File: config.mk
export PLATFORM = sky130hd
export DESIGN_NAME = cap_page_buf
export DESIGN_NICKNAME = d
export VERILOG_FILES = /design/src/rtl/cpb_pkg.sv /design/src/rtl/cpb_ring_mem.sv /design/src/rtl/cpb_capture_ctrl.sv /design/src/rtl/cpb_page_reader.sv /design/src/rtl/cap_page_buf.sv
export SDC_FILE = /design/constraint.sdc
export NUM_CORES = 2
export LEC_CHECK = 0
export BUFFER_PORTS_ARGS = -buffer_cell sky130_fd_sc_hd__buf_2
export CORE_ASPECT_RATIO = 0.9
export CORE_MARGIN = 5
export CORE_UTILIZATION = 63
export DETAILED_ROUTE_END_ITERATION = 8
export PLACE_DENSITY = 0.81
export SLEW_MARGIN = 20
export SYNTH_ARGS = -nofsm -noshare
export SYNTH_HDL_FRONTEND = slang
export SYNTH_SLANG_ARGS = --single-unit
File: constraint.sdc
create_clock -name clk -period 10.8 [get_ports clk]
set_clock_uncertainty 0.05 [all_clocks]
set_input_delay 1.08 -clock clk [delete_from_list [all_inputs] [get_ports clk]]
set_output_delay 1.08 -clock clk [all_outputs]
set_load 0.005 [all_outputs]
File: src/rtl/cpb_pkg.sv
package cpb_pkg;

   typedef enum logic [1:0] {
      RSP_OK        = 2'd0,
      RSP_NOT_READY = 2'd1,
      RSP_BAD_PAGE  = 2'd2
   } rsp_code_e;

   function automatic bit is_pow2(input int unsigned v);
      return (v != 0) && ((v & (v - 1)) == 0);
   endfunction

endpackage

File: src/rtl/cpb_ring_mem.sv
module cpb_ring_mem #(
   parameter int unsigned SW    = 8,
   parameter int unsigned DEPTH = 256,
   localparam int unsigned AW   = $clog2(DEPTH)
) (
   input  logic          clk,
   input  logic          wr_en,
   input  logic [AW-1:0] wr_addr,
   input  logic [SW-1:0] wr_data,
   input  logic          rd_en,
   input  logic [AW-1:0] rd_addr,
   output logic [SW-1:0] rd_data
);

   logic [SW-1:0] store [DEPTH];

   always_ff @(posedge clk) begin
      if (wr_en) store[wr_addr] <= wr_data;
   end

   always_ff @(posedge clk) begin
      if (rd_en) rd_data <= store[rd_addr];
   end

endmodule

File: src/rtl/cpb_capture_ctrl.sv
module cpb_capture_ctrl #(
   parameter int unsigned DEPTH = 256,
   parameter int unsigned CNT_W = 10,
   localparam int unsigned PTR_W = $clog2(DEPTH)
) (
   input  logic             clk,
   input  logic             rst_n,
   input  logic             arm,
   input  logic [CNT_W-1:0] cap_len,
   input  logic             wr_valid,
   output logic             wr_en,
   output logic [PTR_W-1:0] wr_addr,
   output logic             done,
   output logic [PTR_W-1:0] start_ptr,
   output logic [PTR_W:0]   filled
);

   logic [PTR_W-1:0] wr_ptr;
   logic [PTR_W-1:0] ptr_nxt;
   logic [CNT_W-1:0] count;
   logic [CNT_W-1:0] count_nxt;
   logic [CNT_W-1:0] target;
   logic             capturing;
   logic             wrapped;
   logic             at_top;

   assign at_top = (wr_ptr == PTR_W'(DEPTH - 1));

   generate
      if (cpb_pkg::is_pow2(DEPTH)) begin : g_ptr_p2
         assign ptr_nxt = wr_ptr + 1'b1;
      end else begin : g_ptr_np2
         assign ptr_nxt = at_top ? '0 : wr_ptr + 1'b1;
      end
   endgenerate

   assign count_nxt = count + 1'b1;
   assign wr_en     = capturing && wr_valid && !arm;
   assign wr_addr   = wr_ptr;

   always_ff @(posedge clk or negedge rst_n) begin
      if (!rst_n) begin
         wr_ptr    <= '0;
         count     <= '0;
         target    <= '0;
         capturing <= 1'b0;
         wrapped   <= 1'b0;
         done      <= 1'b0;
      end else if (arm) begin
         wr_ptr    <= '0;
         count     <= '0;
         target    <= (cap_len == '0) ? CNT_W'(1) : cap_len;
         capturing <= 1'b1;
         wrapped   <= 1'b0;
         done      <= 1'b0;
      end else if (wr_en) begin
         wr_ptr <= ptr_nxt;
         count  <= count_nxt;
         if (at_top) wrapped <= 1'b1;
         if (count_nxt == target) begin
            done      <= 1'b1;
            capturing <= 1'b0;
         end
      end
   end

   assign start_ptr = wrapped ? wr_ptr : '0;
   assign filled    = wrapped ? (PTR_W + 1)'(DEPTH) : {1'b0, wr_ptr};

endmodule

File: src/rtl/cpb_page_reader.sv
module cpb_page_reader #(
   parameter int unsigned DEPTH    = 256,
   parameter int unsigned PAGE_LEN = 64,
   parameter int unsigned PAGE_W   = 3,
   localparam int unsigned PTR_W   = $clog2(DEPTH),
   localparam int unsigned IDX_W   = $clog2(PAGE_LEN),
   localparam int unsigned CMP_W   = PAGE_W + IDX_W + PTR_W + 1
) (
   input  logic              clk,
   input  logic              rst_n,
   input  logic              arm,
   input  logic              done,
   input  logic              rd_req,
   input  logic [PAGE_W-1:0] rd_page,
   input  logic [PTR_W-1:0]  start_ptr,
   input  logic [PTR_W:0]    filled,
   output logic              mem_rd_en,
   output logic [PTR_W-1:0]  mem_rd_addr,
   output logic              rsp_valid,
   output logic              rsp_last,
   output logic              rsp_err,
   output logic [1:0]        rsp_code
);

   import cpb_pkg::*;

   logic             busy;
   logic [IDX_W-1:0] idx;
   logic [PTR_W-1:0] page_base;
   logic [CMP_W-1:0] page_ofs;
   logic [CMP_W-1:0] filled_ext;
   logic             idx_end;
   rsp_code_e        code_q;

   assign page_ofs   = CMP_W'(rd_page) << IDX_W;
   assign filled_ext = CMP_W'(filled);
   assign idx_end    = (idx == IDX_W'(PAGE_LEN - 1));
   assign mem_rd_en  = busy && !arm;

   generate
      if (cpb_pkg::is_pow2(DEPTH)) begin : g_addr_p2
         assign mem_rd_addr = start_ptr + page_base + PTR_W'(idx);
      end else begin : g_addr_np2
         logic [PTR_W:0] sum;
         assign sum = {1'b0, start_ptr} + {1'b0, page_base} + (PTR_W + 1)'(idx);
         assign mem_rd_addr = (sum >= (PTR_W + 1)'(DEPTH))
                              ? PTR_W'(sum - (PTR_W + 1)'(DEPTH))
                              : sum[PTR_W-1:0];
      end
   endgenerate

   always_ff @(posedge clk or negedge rst_n) begin
      if (!rst_n) begin
         busy      <= 1'b0;
         idx       <= '0;
         page_base <= '0;
         rsp_valid <= 1'b0;
         rsp_last  <= 1'b0;
         rsp_err   <= 1'b0;
         code_q    <= RSP_OK;
      end else begin
         rsp_err   <= 1'b0;
         code_q    <= RSP_OK;
         rsp_valid <= busy && !arm;
         rsp_last  <= busy && !arm && idx_end;
         if (arm) begin
            busy <= 1'b0;
         end else if (busy) begin
            idx <= idx + 1'b1;
            if (idx_end) busy <= 1'b0;
         end else if (rd_req) begin
            if (!done) begin
               rsp_err <= 1'b1;
               code_q  <= RSP_NOT_READY;
            end else if (page_ofs >= filled_ext) begin
               rsp_err <= 1'b1;
               code_q  <= RSP_BAD_PAGE;
            end else begin
               busy      <= 1'b1;
               idx       <= '0;
               page_base <= page_ofs[PTR_W-1:0];
            end
         end
      end
   end

   assign rsp_code = code_q;

endmodule

File: src/rtl/cap_page_buf.sv
module cap_page_buf #(
   parameter int unsigned SW              = 8,
   parameter int unsigned BLOCK_LEN       = 32,
   parameter int unsigned BLOCKS_PER_PAGE = 2,
   parameter int unsigned DEPTH           = 256,
   parameter int unsigned MAX_LEN         = 1023,
   localparam int unsigned PAGE_LEN  = BLOCK_LEN * BLOCKS_PER_PAGE,
   localparam int unsigned NUM_PAGES = DEPTH / PAGE_LEN,
   localparam int unsigned PTR_W     = $clog2(DEPTH),
   localparam int unsigned PAGE_W    = $clog2(NUM_PAGES) + 1,
   localparam int unsigned CNT_W     = $clog2(MAX_LEN + 1)
) (
   input  logic              clk,
   input  logic              rst_n,
   input  logic              arm_i,
   input  logic [CNT_W-1:0]  cap_len_i,
   input  logic              wr_valid_i,
   input  logic [SW-1:0]     wr_data_i,
   output logic              done_o,
   input  logic              rd_req_i,
   input  logic [PAGE_W-1:0] rd_page_i,
   output logic              rsp_valid_o,
   output logic [SW-1:0]     rsp_data_o,
   output logic              rsp_last_o,
   output logic              rsp_err_o,
   output logic [1:0]        rsp_code_o
);

   generate
      if (!cpb_pkg::is_pow2(PAGE_LEN)) begin : g_bad_page_len
         $error("cap_page_buf: page length must be a power of two");
      end
      if ((DEPTH % PAGE_LEN) != 0 || DEPTH < PAGE_LEN) begin : g_bad_depth
         $error("cap_page_buf: depth must be a whole number of pages");
      end
      if (SW == 0) begin : g_bad_sw
         $error("cap_page_buf: sample width must be nonzero");
      end
   endgenerate

   logic             wr_en;
   logic [PTR_W-1:0] wr_addr;
   logic [PTR_W-1:0] start_ptr;
   logic [PTR_W:0]   filled;
   logic             mem_rd_en;
   logic [PTR_W-1:0] mem_rd_addr;

   cpb_capture_ctrl #(
      .DEPTH (DEPTH),
      .CNT_W (CNT_W)
   ) u_cap (
      .clk       (clk),
      .rst_n     (rst_n),
      .arm       (arm_i),
      .cap_len   (cap_len_i),
      .wr_valid  (wr_valid_i),
      .wr_en     (wr_en),
      .wr_addr   (wr_addr),
      .done      (done_o),
      .start_ptr (start_ptr),
      .filled    (filled)
   );

   cpb_ring_mem #(
      .SW    (SW),
      .DEPTH (DEPTH)
   ) u_mem (
      .clk     (clk),
      .wr_en   (wr_en),
      .wr_addr (wr_addr),
      .wr_data (wr_data_i),
      .rd_en   (mem_rd_en),
      .rd_addr (mem_rd_addr),
      .rd_data (rsp_data_o)
   );

   cpb_page_reader #(
      .DEPTH    (DEPTH),
      .PAGE_LEN (PAGE_LEN),
      .PAGE_W   (PAGE_W)
   ) u_rd (
      .clk         (clk),
      .rst_n       (rst_n),
      .arm         (arm_i),
      .done        (done_o),
      .rd_req      (rd_req_i),
      .rd_page     (rd_page_i),
      .start_ptr   (start_ptr),
      .filled      (filled),
      .mem_rd_en   (mem_rd_en),
      .mem_rd_addr (mem_rd_addr),
      .rsp_valid   (rsp_valid_o),
      .rsp_last    (rsp_last_o),
      .rsp_err     (rsp_err_o),
      .rsp_code    (rsp_code_o)
   );

endmodule

==> reports/metrics.yaml <==
post_cts_buffers: 0
synth_edf_count: 2056
ios: 40
path_buf_inv: 4
synth_seq_cells: 2101
coreArea_um2: 129000
synthTopCellsByCount: "edfxtp_1 (2056), mux4_2 (629), nor2_1 (296), clkbuf_1 (111), mux2i_1 (75)"
dp_hpwl_um: 114000
async_flop_share_pct: 2.14
gp_congestion: 0.908
antenna_found_initial: 9
required_ns: 11.31
syn_area_per_cell_um2: 22.7
die_y_um: 352
grt_overflow: 0
period_minus_slack_ns: 6.42
cts_tree: "done"
critPathKind: "reg -> reg"
routed_wl_um: 205000
drive_gt1_share_pct: 26.4
drtIter0Drc: 6517
tightest_slew_ns: 1.17
grt_max_degree: 168
outcome: "finished clean"
cts_buffer_depth: 3
num_vias: 40100
critPathLaunchType: "flip-flop"
setup_viol: 0
post-route-period-util_pct: 59.4
syn_inst: 3602
synth_top_flop_cell: "edfxtp_1"
synth_seq_area_share_pct: 76.9
cap_violations: 0
dieArea_um2: 137000
synth_compound_gate_area_share_pct: 0.695
slowest_stage: "fa_4"
critPathMaxStageDelay_ns: 1.17
rsz0062_at_grt: "false"
syn_to_final_growth_pct: 10.1
route.detailed.drc: 0
grt_pass1_wl_um: 297000
synth_top_family_by_area: "multiplexers"
clk_latency_ns: 0.85
min_path_type: "in -> async"
root_buffer: "clkbuf_16"
finalInstanceArea_um2: 90100
path_depth: 12
track_usage_pct: 30.5
p_leak_nw: 28.3
grt_pass1_vias: 40600
p_per_area_nw_per_um2: 186
hold_violations: 0
max_freq_ghz: 0.156
synthSimpleGateAreaFrac_pct: 2.21
slew_viol_final: 0
yosysMostFrequentCell: "edfxtp_1"
cp_data_arrival_time_ns: 6.93
vias_per_cell: 7.18
cts.sinks: 2101
holdWs_ns: 0.299
ant_nets: 0
syn_area_um2: 81800
cts.htree.levels: 4
crit_fanout: 74
wl_per_cell_um: 36.7
post_cts_resized: 0
synth.distinct_cells: 47
reg2reg_depth: 12
synthAdderAreaFrac_pct: 0.269
clkTransAtPathRegs_ns: 0.06
num_rows: 125
power_w: 0.0167
die-width_um: 390
ys_warn_count: 0
muxShareOfSynthArea_pct: 18.4
cts_buffers: 193
setup_tns_ns: 0
initial_utilization_pct: 63.4
ir_drop_uv: 185
placed_cell_area_um2: 83900
cp-end-kind: "flip-flop"
synth.area.top_cells: "edfxtp_1 (75%), mux4_2 (17%), dfrtp_1 (1.4%)"
port_buffers: 39
synth_xor_xnor_area_share_pct: 0.439
hold_buffers: 0
netlist.area_leader.share_pct: 75.5
cp_cell_sequence: "inv_1 -> nor2_1 -> ha_4 -> inv_1 -> fa_4 -> buf_4 -> buf_4 -> mux4_2 -> mux4_2 -> mux2i_1 -> o22ai_1 -> or4_1"
relSlewSlack_pct: 21.7
nNetsFinal: 3749
synth_nets: 3645
regToRegSetupSlack_ns: 4.38
netlist.top_cell.by_area: "edfxtp_1"
crit_family: "buffers and inverters"
dr.pass1.iters: 6
-- per-layer routing --
| metal | vias up | GRT usage, % | part of all wire [%] |
|---|---|---|---|
| li1 | 15400 | - | - |
| met1 | 20900 | 41.2 | 34 |
| met2 | 3302 | 48.4 | 49 |
| met3 | 523 | 8.28 | 12 |
| met4 | 8 | 12.5 | 4.5 |
| met5 | - | 0 | 0.025 |
-- through the flow --
step,setup WS [ns],util [%],std cells
6_report,4.38,69.8,5585
5_1_grt,4.29,69.8,5583
4_1_cts,4.51,69.8,5581
3_5_place_dp,4.56,65.0,5223
3_3_place_gp,4.62,65.0,5223
2_1_floorplan,6.88,-,3602
-- worst reg2reg max path, delay by kind of cell, from the launching register on --
family,cells,cell delay [ns]
fa+ha+maj,2,1.33
mux,3,1.32
simple gates,2,0.71
flops,1,0.49
buf+inv,4,1.90
compound gates,1,0.35
-- logic make-up after synthesis --
logic type / count (synthesis)
xor gates and xnor gates: 41
and+or+nand+nor: 436
buffers and inverters: 204
muxes: 715
adders and majority gates: 17
DFF: 2101
AOI/OAI and AO/OA: 88
-- state kept, by name (all words and copies together), names as in the netlist --
name / count
u_mem.store: 2048
u_cap.count: 10
u_cap.target: 10
u_cap.wr_addr: 8
u_mem.rd_data: 8
u_rd.idx: 6
u_rd.page_base: 2
u_rd.rsp_code: 2
u_cap.capturing: 1
u_cap.done: 1
u_cap.wrapped: 1
u_rd.busy: 1
u_rd.rsp_err: 1
u_rd.rsp_last: 1
u_rd.rsp_valid: 1
-- cells in the final DEF, fill, tap and decap left out, types with 26 or more instances in the layout --
master / instances
o22ai_1: 33
buf_4: 56
nor2_1: 296
mux2i_1: 75
buf_2: 31
clkinv_2: 37
mux4_2: 629
clkbuf_16: 198
clkbuf_1: 33
nand2_1: 67
edfxtp_1: 2056
dfrtp_1: 45
xor2_1: 26
clkinv_1: 53
-- report_power, final --
group / internal [W] / switching [W] / total [W] / leakage, nW
registers: 0.00896 / 0.00000979 / 0.00897 / 19.1
clock network: 0.00371 / 0.00302 / 0.00673 / 3.01
logic: 0.000458 / 0.000570 / 0.00103 / 6.23
-- area by class of cell --
| type | instances | area [um2] |
|---|---|---|
| Timing Repair Buffer | 102 | 833 |
| Multi-Input combinational cell | 1297 | 18000 |
| Inverter | 11 | 41.3 |
| Sequential cell | 2101 | 62900 |
| Antenna cell | 2 | 5.00 |
| Clock inverter | 121 | 970 |
| Tap cell | 1714 | 2140 |
| Clock buffer | 237 | 5160 |
| Fill cell | 7072 | 39000 |
-- path summary, 6_finish.rpt --
kind | endpoint | startpoint
hold reg to reg | u_cap.capturing$_DFFE_PN0P_ | u_cap.capturing$_DFFE_PN0P_
setup / recovery | u_mem.rd_data[0]$_DFFE_PP_ | u_cap.wrapped$_DFFE_PN0P_
setup reg to reg | u_mem.rd_data[0]$_DFFE_PP_ | u_cap.wrapped$_DFFE_PN0P_
min in group clk | u_cap.target[8]$_DFFE_PN0P_ | cap_len_i[8]
max in group asynchronous | u_cap.wrapped$_DFFE_PN0P_ | rst_n
hold / removal | u_cap.target[1]$_DFFE_PN0P_ | rst_n
Power figures use the tool's default switching activity.
